`src/rtl/crc16_rc_pkg.sv`:
```
package crc16_rc_pkg;
  localparam int CRC_W = 16;
  localparam logic [CRC_W-1:0] CRC_POLY = 16'h8005;
  localparam logic [CRC_W-1:0] CRC_INIT = 16'hFFFF;

  typedef enum logic [1:0] {
    ST_IDLE = 2'd0,
    ST_OPEN = 2'd1,
    ST_PAD  = 2'd2
  } rc_state_e;

  // One MSB-first shift step of the non-reflected CRC.
  function automatic logic [CRC_W-1:0] crc_step(input logic [CRC_W-1:0] c,
                                                input logic d);
    logic fb;
    fb = d ^ c[CRC_W-1];
    crc_step = {c[CRC_W-2:0], 1'b0} ^ (fb ? CRC_POLY : '0);
  endfunction

  // A limit counts as a cap only when strictly positive.
  function automatic logic limit_is_cap(input logic [CRC_W-1:0] lim);
    limit_is_cap = ($signed(lim) > 0);
  endfunction
endpackage

```
`src/rtl/frame_seq.sv`:
```
module frame_seq
  import crc16_rc_pkg::*;
#(
  parameter int MAX_REG = 4
) (
  input  logic clk,
  input  logic rst,
  input  logic open_i,
  input  logic close_i,
  input  logic check_i,
  input  logic bit_valid,
  input  logic short_fill,
  input  logic last_pad,
  output logic region_start,
  output logic accept,
  output logic pad_step,
  output logic fire,
  output logic ready,
  output logic overflow
);
  localparam int UW = $clog2(MAX_REG + 1);
  localparam logic [UW-1:0] USED_MAX = UW'(MAX_REG);

  rc_state_e     state_q;
  logic [UW-1:0] used_q;
  logic          pend_q;
  logic          ovf_q;

  assign fire         = (state_q == ST_IDLE) && (check_i || pend_q);
  assign region_start = (state_q == ST_IDLE) && !fire && open_i && (used_q < USED_MAX);
  assign accept       = (state_q == ST_OPEN) && bit_valid && !close_i;
  assign pad_step     = (state_q == ST_PAD);
  assign ready        = (state_q != ST_PAD);
  assign overflow     = ovf_q;

  always_ff @(posedge clk) begin
    if (rst) begin
      state_q <= ST_IDLE;
      used_q  <= '0;
      pend_q  <= 1'b0;
      ovf_q   <= 1'b0;
    end else begin
      unique case (state_q)
        ST_IDLE: begin
          if (fire) begin
            used_q <= '0;
            pend_q <= 1'b0;
          end else if (open_i) begin
            if (used_q == USED_MAX) ovf_q <= 1'b1;
            else begin
              used_q  <= used_q + 1'b1;
              state_q <= ST_OPEN;
            end
          end
        end
        ST_OPEN: begin
          if (check_i) pend_q <= 1'b1;
          if (close_i) state_q <= short_fill ? ST_PAD : ST_IDLE;
        end
        ST_PAD: begin
          if (check_i) pend_q <= 1'b1;
          if (last_pad) state_q <= ST_IDLE;
        end
        default: state_q <= ST_IDLE;
      endcase
    end
  end

  // region count never passes the per-frame maximum
  p_used_bound_r8: assert property (@(posedge clk) disable iff (rst)
    used_q <= USED_MAX);
  // overflow is sticky
  p_ovf_sticky_r8: assert property (@(posedge clk) disable iff (rst)
    ovf_q |=> ovf_q);
  // a held check is kept until it can be resolved
  p_pend_kept_r9: assert property (@(posedge clk) disable iff (rst)
    (pend_q && (state_q != ST_IDLE)) |=> pend_q);
  // padding continues until the last pad step
  p_pad_runs_r4: assert property (@(posedge clk) disable iff (rst)
    ((state_q == ST_PAD) && !last_pad) |=> (state_q == ST_PAD));
endmodule

```
`config.mk`:
```
export PLATFORM = sky130hd
export DESIGN_NAME = frame_seq
export DESIGN_NICKNAME = d
export VERILOG_FILES = /design/src/rtl/crc16_rc_pkg.sv /design/src/rtl/frame_seq.sv
export SDC_FILE = /design/constraint.sdc
export NUM_CORES = 1
export LEC_CHECK = 0
export BUFFER_PORTS_ARGS = -buffer_cell sky130_fd_sc_hd__buf_2
export CAP_MARGIN = 20
export CORE_AREA = 5 5 42 44
export CTS_CLUSTER_DIAMETER = 80
export DETAILED_ROUTE_END_ITERATION = 7
export DIE_AREA = 0 0 47 49
export PLACE_DENSITY = 0.58
export RECOVER_POWER = 50
export SYNTH_ARGS = -nofsm -noshare
export SYNTH_HDL_FRONTEND = slang
export SYNTH_SLANG_ARGS = --single-unit
```
`constraint.sdc`:
```
create_clock -name clk -period 2.07 [get_ports clk]
set_clock_uncertainty 0.15 [all_clocks]
set_input_delay 0.3105 -clock clk [delete_from_list [all_inputs] [get_ports clk]]
set_output_delay 0.3105 -clock clk [all_outputs]
set_load 0.03 [all_outputs]
```
Word-level counts from Yosys, hierarchy flattened
Cells that the tools add are included.
{ "totals": {"register_bits": 7, "output_inout_bits": 6, "wordCells": 49} }
{ "classes": {"add_sub_neg": 1, "n_lt_le_gt_ge": 1, "n_eq_ne": 12, "n_mux": 13, "bitwise": 1, "reduce_logical": 17} }
{ "ops": {"columns": ["cell", "n"], "rows": [
  ["$ne A2 B2 Y1 const B", 8],
  ["$mux W2", 6],
  ["$mux W3", 3],
  ["$logic_and A1 B1 Y1", 6],
  ["$pmux W2 S3", 1],
  ["$reduce_and A3 Y1", 2],
  ["$reduce_and A5 Y1", 1],
  ["$reduce_and A4 Y1", 1],
  ["$reduce_bool A2 Y1", 2],
  ["$add A3 B1 Y3 const B", 1],
  ["$eq A3 B3 Y1 const B", 1],
  ["$lt A3 B3 Y1 const B", 1],
  ["$eq A2 B1 Y1 const B", 1],
  ["$eq A2 B2 Y1 const B", 1],
  ["$logic_not A1 Y1", 2],
  ["$logic_not A2 Y1", 1],
  ["$mux W1", 2],
  ["$ne A2 B1 Y1 const B", 1],
  ["$pmux W1 S2", 1],
  ["$reduce_or A2 Y1", 1],
  ["$logic_or A1 B1 Y1", 1],
  ["$not A1 Y1", 1]
]} }

Depth between registers and ports, before layout
Gate-level depths: netlist of the first run.
{ "depth": {"depth_word": 6, "depth_mapped": 5, "mapped_depth_nobuf": 5} }

Least setup slack after synthesis of the first run
Ideal clock, no wire load.
{ "synth_path": {"path_kind": "reg2reg", "start": "reg state_q[0]", "end": "reg state_q[0]", "arrival_ns": 1.573, "slack_ns": 0.275, "path_stages_with_launch": 6, "cell_sequence": "dfxtp_1 -> inv_1 -> ha_1 -> and2b_2 -> a2111oi_4 -> mux2i_1"} }
{ "synth_between": {"elab_cells_between_ends": 11, "classes_between": "eq/ne: 7; mux: 1; reduce/logical: 3"} }
{ "synth_lines": {"columns": ["item", "line_no", "text"], "rows": [
  ["from (decl)", "frame_seq.sv:24", "rc_state_e state_q;"],
  ["from (signal assigned)", "frame_seq.sv:58", "if (close_i) state_q <= short_fill ? ST_PAD : ST_IDLE;"],
  ["$eq A2 B2 Y1 (*)", null, null],
  ["net pad_step", "frame_seq.sv:16", "output logic pad_step,"],
  ["$ne A2 B2 Y1 (no line)", null, null],
  ["$reduce_and A5 Y1 (no line)", null, null]
]} }
The timed path passes the listed nets; every way through them passes the cells marked *.
A chain may end at the register's enable or synchronous reset.

Worst setup path in the final report of the first run
{ "layout_path": {"start": "reg state_q[1]", "end": "out region_start"} }
{ "layout_between": {"elab_chain_cells": 6} }
{ "layout_lines": {"columns": ["item", "line_no", "text"], "rows": [
  ["$logic_not A2 Y1 (*)", "frame_seq.sv:29, frame_seq.sv:30", null],
  ["$logic_and A1 B1 Y1", "frame_seq.sv:29", "assign fire = (state_q == ST_IDLE) && (check_i || pend_q);"],
  ["$logic_not A1 Y1", "frame_seq.sv:30", "assign region_start = (state_q == ST_IDLE) && !fire && open_i && (used_q < USED_MAX);"],
  ["$logic_and A1 B1 Y1 (*) (3 in series)", "frame_seq.sv:30", null],
  ["to (decl)", "frame_seq.sv:14", "output logic region_start,"]
]} }
Mark *: on every way between the ends. The rest lies on a longest branch, timed or not.

==> impl_metrics.ini, run 1 <==
[synthesis]
synth_area_leader_cell = dfxtp_1
synth_edf_count = 0
synthSimpleGateAreaFrac_pct = 22.6
synth-xor-area-share_pct = 0
avgSynthCellArea_sq_um = 9.51
synth-seq-cells = 7
synth_fa_ha_area_share_pct = 17.4
synth-compound-area-share_pct = 22.3
synthFlopType = dfxtp_1
yosys_warnings = 0
syn_inst = 53
muxShareOfSynthArea_pct = 3.97
yosysTopAreaCellShare_pct = 27.8
syn_nets = 68
synthDistinctLibCells = 27
synth_top_family_by_area = simple AND/OR/NAND/NOR gates
ys_seq_area_share_pct = 27.8
synthArstFlopShare_pct = 0
synth_area_leaders = dfxtp_1, ha_1, a2111oi_4
mappedNetlistArea_sq_um = 504

[run_status]
status = finished, final reports clean

[critical_path]
cp.arrival_ns = 1.50
worstSetupStartpointType = flop
crit_path_max_fanout = 5
path_cells = inv_1, ha_4, nor3b_4, and3_2, buf_2
crit_slowest_cell = dfxtp_1
required_ns = 1.61
path_buf_inv = 2
worstSetupPathType = flop to output port
slowest_delay_ns = 0.34
end_kind = output port
crit_family = simple AND/OR/NAND/NOR gates

[clock_tree]
clk_latency_ns = 0.26
clock_tree.root_cell = clkbuf_4
cts_tree = done
hold_buffers = 0
clk_path_buf_depth = 2
clkTransAtPathRegs_ns = 0.05
cts_inserted_buffers = 3
h-tree-depth = 1
clkSinkCount = 7

[cells_and_area]
nFillCells = 144
nets = 86
final_util_pct = 45.7
drive_gt1_share_pct = 35.7
n_antenna_cell = 0
area_growth_pct = 27.0
multi_input_area_sq_um = 355
register_area_sq_um = 140

[global_routing]
grt_pass1_wl_microns = 1790
antenna_found_initial = 0
overflow = 0
grt_max_degree = 14
grt_pass1_vias = 415
grt_usage_pct = 11.0

[min_path]
hold_path.class = input port to flop

[timing]
tightest_slew_ns = 0.337
clock.fmax_ghz = 0.509
hold-worst-slack_ns = 0.181
slew_headroom_pct = 77.6
fin_crit_sh_pct = 94.9
period_needed_ns = 1.96
setup_viol = 0
drv_slew = 0
hold_violations = 0

[placement]
io_buffers = 13
hpwl_microns = 758
place_congestion = 0.727

[die]
dieArea_sq_mm = 0.00230
start_util_pct = 36.0
num_rows = 14
chipWidth_microns = 47
die_h_microns = 49
num_io_pins = 14
design.core.area_sq_mm = 0.00140

[power]
power_frac_comb_pct = 46.8
p_switching_uw = 214
ir_drop_v = 0.000488
p_seq_share_pct = 29.8
swShare_pct = 37.9
p_per_area_mw_per_mm2 = 882
p_int_uw = 351
p_leak_uw = 0.000276
clkPwrFrac_pct = 23.4

[detailed_routing]
dr.pass1.iters = 3
drt_iter0_drc = 3
vias = 422
drc = 0
viasPerCell = 4.91
drt_wl_total_microns = 1030
wl_per_cell_microns = 11.9
ant_nets = 0

[job]
maxCapViolations = 0
## synth_stat cells, types with 2 or more instances
cell type	n
o21a_1	2
nor2_1	4
inv_1	7
dfxtp_1	7
o31ai_1	2
ha_1	7
mux2i_1	2
nand2b_1	3
## final timing paths
path / from / endpoint / slack, ns / cells after the start
hold / removal: short_fill / state_q[1] / 0.18 / 3
setup reg to reg: state_q[0] / state_q[1] / 0.29 / 5
hold reg to reg: overflow / overflow / 0.32 / 2
setup / recovery: state_q[1] / region_start / 0.11 / 5
## metal layers
| metal | part of all wire, % | global-route usage, % | vias to the layer above |
|---|---|---|---|
| met2 | 47 | 15.2 | 13 |
| met4 | 0 | 5.53 | 0 |
| li1 | - | - | 219 |
| met3 | 9.2 | 6.64 | 0 |
| met5 | 0 | 0 | - |
| met1 | 44 | 12.9 | 190 |
## per-stage QoR
stage               std cells  power (uW)  setup WS, ns  TNS [ns]  cell area (sq um)
floorplan                  53         346         0.275         0                504
global placement           82         405         0.309         0                593
detailed placement         82         404         0.305         0                593
CTS                        86         546        0.0103         0                619
global route               86         618       -0.0236   -0.0236                641
finish                     86         565         0.106         0                641
## sequential cells by signal (all words and copies together) (netlist names)
register  count
pend_q        1
state_q       2
used_q        3
overflow      1
## worst reg2reg max path, delay by kind of cell, from the launching register on
family	cells	cell delay (ns)
adder cells (fa/ha/maj)	1	0.24
buffers and inverters	1	0.12
flip-flops	1	0.37
multiplexers	1	0.22
AND/OR/NAND/NOR	1	0.22
AO/OA/AOI/OAI	1	0.39
## power by group through the flow
stage               Combinational, uW  Sequential [uW]  Clock, uW
floorplan                         179              167          0
global placement                  235              170          0
detailed placement                233              170          0
CTS                               234              167        144
global route                      293              172        153
finish                            264              168        132
## cell families (layout without fill, tap and decap cells)
family                   Yosys count  in the layout
AO/OA/AOI/OAI                     11             11
adder cells (fa/ha/maj)            7              7
buffers and inverters              8             25
flip-flops                         7              7
multiplexers                       2              2
AND/OR/NAND/NOR                   18             18
## cell usage in the layout, fill, tap and decap left out, types with 2 or more instances in the layout
cell and count:
nand2b_1 3, clkbuf_4 3, o21a_1 2, buf_2 13
o31ai_1 2, mux2i_1 2, ha_1 6, dfxtp_1 7
inv_1 7, nor2_1 4
## what timing repair did
item	in CTS	in global routing
endpoints found under the setup margin	0	1
setup buffers	0	0
gates resized for setup	0	4
## cell type report
class	instances	share of cell area, %
Multi-Input combinational cell	38	55.5
Sequential cell	7	21.9
Inverter	7	4.10
Tap cell	16	3.13
Clock buffer	4	4.10
Timing Repair Buffer	14	11.3
No activity file was read; power rests on OpenSTA's default activity.
==> run 2: changes to the inputs <==
--- a/config.mk
+++ b/config.mk
@@ -5,13 +5,14 @@
 export SDC_FILE = /design/constraint.sdc
 export NUM_CORES = 1
 export LEC_CHECK = 0
+export ABC_AREA = 1
 export BUFFER_PORTS_ARGS = -buffer_cell sky130_fd_sc_hd__buf_2
 export CAP_MARGIN = 20
 export CORE_AREA = 5 5 42 44
 export CTS_CLUSTER_DIAMETER = 80
 export DETAILED_ROUTE_END_ITERATION = 7
 export DIE_AREA = 0 0 47 49
-export PLACE_DENSITY = 0.58
+export PLACE_DENSITY = 0.62
 export RECOVER_POWER = 50
 export SYNTH_ARGS = -nofsm -noshare
 export SYNTH_HDL_FRONTEND = slang
==> constraint.sdc (replaced) <==
create_clock -name clk -period 1.65 [get_ports clk]
set_clock_uncertainty 0.15 [all_clocks]
set_input_delay 0.2475 -clock clk [delete_from_list [all_inputs] [get_ports clk]]
set_output_delay 0.2475 -clock clk [all_outputs]
set_load 0.03 [all_outputs]
==> run 2 against run 1 <==
Cell area grew 16%. Sequential power grew 49%. Synthesized cell count grew 42%. Hold slack lost 0.12 ns. Core utilization grew 7.4 points. Clock-buffer cell count is the same. Area after synthesis grew 3.0%. Clock power grew 17%. Critical path type unchanged. Largest power group unchanged.
==> impl_metrics.ini, run 2 <==
[run_status]
status = finished, final reports clean

[critical_path]
crit_slowest_cell = dfxtp_4
rrSetupSlack_ns = 0.16
worstSetupStartpointType = flop
path_buf_inv = 4
timing.rr.start = state_q[0]
path_cells = inv_2, buf_4, ha_1, inv_1, buf_6
slowest_delay_ns = 0.35
worstSetupPathType = flop to output port
cp.arrival_ns = 1.19
required_ns = 1.25
crit_path_max_fanout = 3
setup.worst_path.start = state_q[0]
crit_family = buffers and inverters
end_kind = output port

[cells_and_area]
nFillCells = 153
area_growth_pct = 43.4
multi_input_area_sq_um = 357
layout_common_cells = inv_1, nand2_1, buf_2
nets = 114
register_area_sq_um = 145
biggestRegsByFlops = used_q x3, state_q x2
largest_register_ffs = 3
n_antenna_cell = 0
top_register = used_q
drive_gt1_share_pct = 40.8

[timing]
drv_slew = 0
fin_crit_sh_pct = 96.2
rsz0062_at_grt = yes
hold_violations = 0
period_needed_ns = 1.59
clock.fmax_ghz = 0.630
tightest_slew_ns = 0.370
setup_viol = 0
hold-worst-slack_ns = 0.0557
setup_slack_ns = 0.0629
slew_headroom_pct = 75.4
final.setup.tns_ns = 0

[min_path]
min_from = rst
hold_path.class = input port to flop

[die]
start_util_pct = 37.1
num_io_pins = 14
dieArea_sq_mm = 0.00230
die_h_microns = 49
design.core.area_sq_mm = 0.00140
chipWidth_microns = 47
num_rows = 14

[synthesis]
synth_area_leader_cell = dfxtp_1
mappedNetlistArea_sq_um = 519
synth_edf_count = 0
synthDistinctLibCells = 17
syn_nets = 90
synthFlopType = dfxtp_1
ys_seq_area_share_pct = 27.0
yosys_warnings = 0
synth_common_cells = inv_1, nand2_1, nand3_1, dfxtp_1, ha_1
synth_area_leaders = dfxtp_1, ha_1, inv_1
yosysTopAreaCellShare_pct = 27.0
yosysMostFrequentCell = inv_1
syn_inst = 75
synthArstFlopShare_pct = 0
avgSynthCellArea_sq_um = 6.92
synth-seq-cells = 7

[placement]
hpwl_microns = 894
dpl_worst_slack_ns = 0.0591
place_congestion = 0.816
io_buffers = 13

[global_routing]
grt.met2_usage_pct = 17.2
use_met1_pct = 12.5
overflow = 0
grt_util_met3_pct = 2.21
grt_pass1_vias = 488
antenna_found_initial = 0
grt_usage_pct = 11.3
grt_max_degree = 6
busiest_layer = met2
grt_pass1_wl_microns = 1840

[clock_tree]
clk_latency_ns = 0.25
h-tree-depth = 1
clock_tree.root_cell = clkbuf_4
clkSinkCount = 7
cts_inserted_buffers = 3
clk_path_buf_depth = 2
clkTransAtPathRegs_ns = 0.05
cts_tree = done

[detailed_routing]
viasPerCell = 4.57
drt_wl_total_microns = 1170
drt_iter0_drc = 1
dr.pass1.iters = 4
vias = 521
drc = 0
ant_nets = 0
wl_per_cell_microns = 10.3

[power]
total_power_uw = 1380
p_leak_uw = 0.000378
ir_drop_v = 0.000703
p_per_area_mw_per_mm2 = 1850

[job]
maxCapViolations = 0
-- run 2: changes by cell type after synthesis, moves of 3 or more --
cell,before,now
inv_1,7,15
nand2_1,0,13
nand2_2,0,4
nand2b_1,3,0
nand3_1,1,8
nor2_2,0,3
-- run 2: logic make-up (layout without fill, tap and decap cells) --
| family | after synthesis | count (layout) | synth area share [%] |
|---|---|---|---|
| adder cells (fa/ha/maj) | 7 | 7 | 16.9 |
| buffers and inverters | 18 | 41 | 13.0 |
| AO/OA/AOI/OAI | 5 | 5 | 5.54 |
| flip-flops | 7 | 7 | 27.0 |
| AND/OR/NAND/NOR | 38 | 38 | 37.6 |
-- run 2: through the flow --
| stage | area, sq um | cells | utilization, % |
|---|---|---|---|
| detailed placement | 634 | 106 | 45.3 |
| CTS | 708 | 113 | 50.5 |
| global placement | 634 | 106 | 45.3 |
| global route | 744 | 114 | 53.1 |
| finish | 744 | 114 | 53.1 |
| floorplan | 534 | 75 | - |
-- run 2: metal layers --
metal	wire [microns]	part of all wire [%]	up-vias
met2	572	49	17
met3	94	8.0	5
met4	40	3.4	0
li1	-	-	277
met5	0	0	-
met1	465	40	222
-- run 2: timing repair --
item                       CTS  global route
pin swaps                    2             0
setup buffers                3             1
cloned                       0             0
setup endpoints to repair    3             3
resized for setup           10             8
hold buffers                 0             0
-- run 2: path summary, 6_finish.rpt --
check,cells past startpoint,endpoint
worst min-delay path,2,used_q[0]
worst max-delay path,5,ready
worst max register to register,10,state_q[1]
worst min register to register,2,overflow
-- run 2: cell type report --
type,count,area share (%)
well taps,16,2.69
flip-flops and latches,7,19.5
multi-input cells,50,47.9
repair buffers,19,16.6
inverters,18,9.75
clock buffers,4,3.53
-- run 2: power breakdown --
group | total [uW] | leakage, uW | internal (uW) | switching [uW]
clock | 155 | 0.0000150 | 92.2 | 62.4
sequential | 250 | 0.0000581 | 220 | 29.2
combinational | 975 | 0.000305 | 417 | 558
total | 1380 | 0.000378 | 729 | 650
==> run 3: changes to the inputs <==
--- a/config.mk
+++ b/config.mk
@@ -12,6 +12,7 @@
 export CTS_CLUSTER_DIAMETER = 80
 export DETAILED_ROUTE_END_ITERATION = 7
 export DIE_AREA = 0 0 47 49
+export GPL_TIMING_DRIVEN = 0
 export PLACE_DENSITY = 0.62
 export RECOVER_POWER = 50
 export SYNTH_ARGS = -nofsm -noshare
==> run 3 against run 2 <==
Clock-buffer cell count did not move. Core utilization shrank 1.2 points. Setup slack better by 0.0050 ns. Sequential share of layout area up 0.13 points. Clock power is 4% higher. Final cell count is the same. Combinational power shrank 5.5%. Via count down 0.77%. Critical path type unchanged. Largest cell class unchanged.
==> impl_metrics.ini, run 3 (synthesized netlist as in run 2, its figures left out) <==
[run_status]
status = finished, final reports clean

[placement]
dpl_worst_slack_ns = -0.0526
place_congestion = 0.836
hpwl_microns = 852
io_buffers = 13
placed_cells = 104

[min_path]
holdPathEnd = overflow
whs_path_depth = 2
min_from = rst
hold_path.class = input port to flop

[job]
maxCapViolations = 0

[detailed_routing]
dr.pass1.iters = 4
vias = 517
ant_nets = 0
drt_wl_total_microns = 1100
viasPerCell = 4.54
wl_per_cell_microns = 9.65
drt_iter0_drc = 6
drc = 0

[clock_tree]
clk_latency_ns = 0.26
clk_path_buf_depth = 2
clkTransAtPathRegs_ns = 0.06
clkSinkCount = 7
cts_tree = done
h-tree-depth = 1
cts_inserted_buffers = 3
clock_tree.root_cell = clkbuf_4
hold_buffers = 0

[global_routing]
overflow = 0
grt_pass1_wl_microns = 1870
grt_usage_pct = 11.3
grt_pass1_vias = 496
grt_max_degree = 6
antenna_found_initial = 0

[critical_path]
rrSetupSlack_ns = 0.20
slowest_delay_ns = 0.33
timing.rr.start = state_q[0]
path_buf_inv = 4
required_ns = 1.25
rr_worst_depth = 10
cp.arrival_ns = 1.18
worstSetupStartpointType = flop
crit_slowest_cell = dfxtp_2
crit_path_max_fanout = 3
timing.rr.end = state_q[1]
end_kind = output port
path_cells = inv_2, buf_4, ha_1, inv_1, buf_4
critPathMostFrequentCell = buf_4
worstSetupPathType = flop to output port
crit_family = buffers and inverters

[cells_and_area]
n_antenna_cell = 0
biggestRegsByFlops = used_q x3, state_q x2
nFillCells = 143
final_common_cell = nand2_1
register_area_sq_um = 143
top_register = used_q
area_growth_pct = 40.0
drive_gt1_share_pct = 39.8
fin_cells = 114
largest_register_ffs = 3
layout_common_cells = nand2_1, inv_1, buf_2, buf_4, nand3_1
nets = 114
multi_input_area_sq_um = 349

[timing]
fin_crit_sh_pct = 95.9
final.setup.tns_ns = 0
setup_viol = 0
setup_slack_ns = 0.0679
drv_slew = 0
slew_headroom_pct = 74.9
hold_violations = 0
tightest_slew_ns = 0.379
period_needed_ns = 1.58
rsz0062_at_grt = yes
clock.fmax_ghz = 0.632

[die]
start_util_pct = 37.1
num_io_pins = 14
chipWidth_microns = 47
num_rows = 14
design.core.area_sq_mm = 0.00140
die_h_microns = 49
dieArea_sq_mm = 0.00230

[power]
ir_drop_v = 0.000738
clkPwrFrac_pct = 12.2
p_seq_share_pct = 18.1
swShare_pct = 47.7
p_int_uw = 691
p_switching_uw = 630
power_frac_comb_pct = 69.7
p_per_area_mw_per_mm2 = 1820
p_leak_uw = 0.000372
## run 3: cell counts in the layout (fill, tap and decap cells not counted)
Identical to the previous run, type by type.
## run 3: how the worst max path moves through the flow
stage	startpoint	endpoint	slack, ns	cells after the start
global route	state_q[1]	accept	-0.009	6
floorplan	state_q[0]	region_start	0.02	4
finish	state_q[0]	ready	0.07	5
global placement	state_q[0]	region_start	-0.06	5
detailed placement	state_q[0]	region_start	-0.05	5
CTS	state_q[1]	accept	0.004	6
## run 3: routing by layer
metal | vias up | global-route usage [%] | part of all wire (%)
met5 | - | 0 | 0
met4 | 0 | 9.68 | 4.1
met3 | 5 | 2.21 | 7.9
met2 | 15 | 16.3 | 46
li1 | 278 | - | -
met1 | 219 | 13.5 | 42
## run 3: power groups by stage
stage	clock, uW	combinational [uW]	sequential [uW]
2_1_floorplan	0	584	238
3_3_place_gp	0	705	242
3_5_place_dp	0	710	244
4_1_cts	167	908	241
5_1_grt	177	1020	246
6_report	161	921	240
## run 3: final cells by class
cell class	instances	area share, %
well taps	16	2.75
inverters	18	9.98
clock buffers	4	3.61
flip-flops and latches	7	19.6
repair buffers	19	16.0
multi-input cells	50	48.0
## run 3: what timing repair did
action	4_1_cts	5_1_grt
setup buffers	6	0
endpoints found under the setup margin	3	2
resized for setup	11	3
hold endpoints to repair	0	0
pin swaps	2	0
## run 3: through the flow
step | power [uW] | hold WS [ns] | util (%) | area, sq um
floorplan | 822 | 0.167 | - | 534
global placement | 947 | 0.306 | 44.2 | 619
detailed placement | 954 | 0.306 | 44.2 | 619
CTS | 1320 | 0.0414 | 51.2 | 718
global route | 1450 | 0.0458 | 51.9 | 727
finish | 1320 | 0.0479 | 51.9 | 727
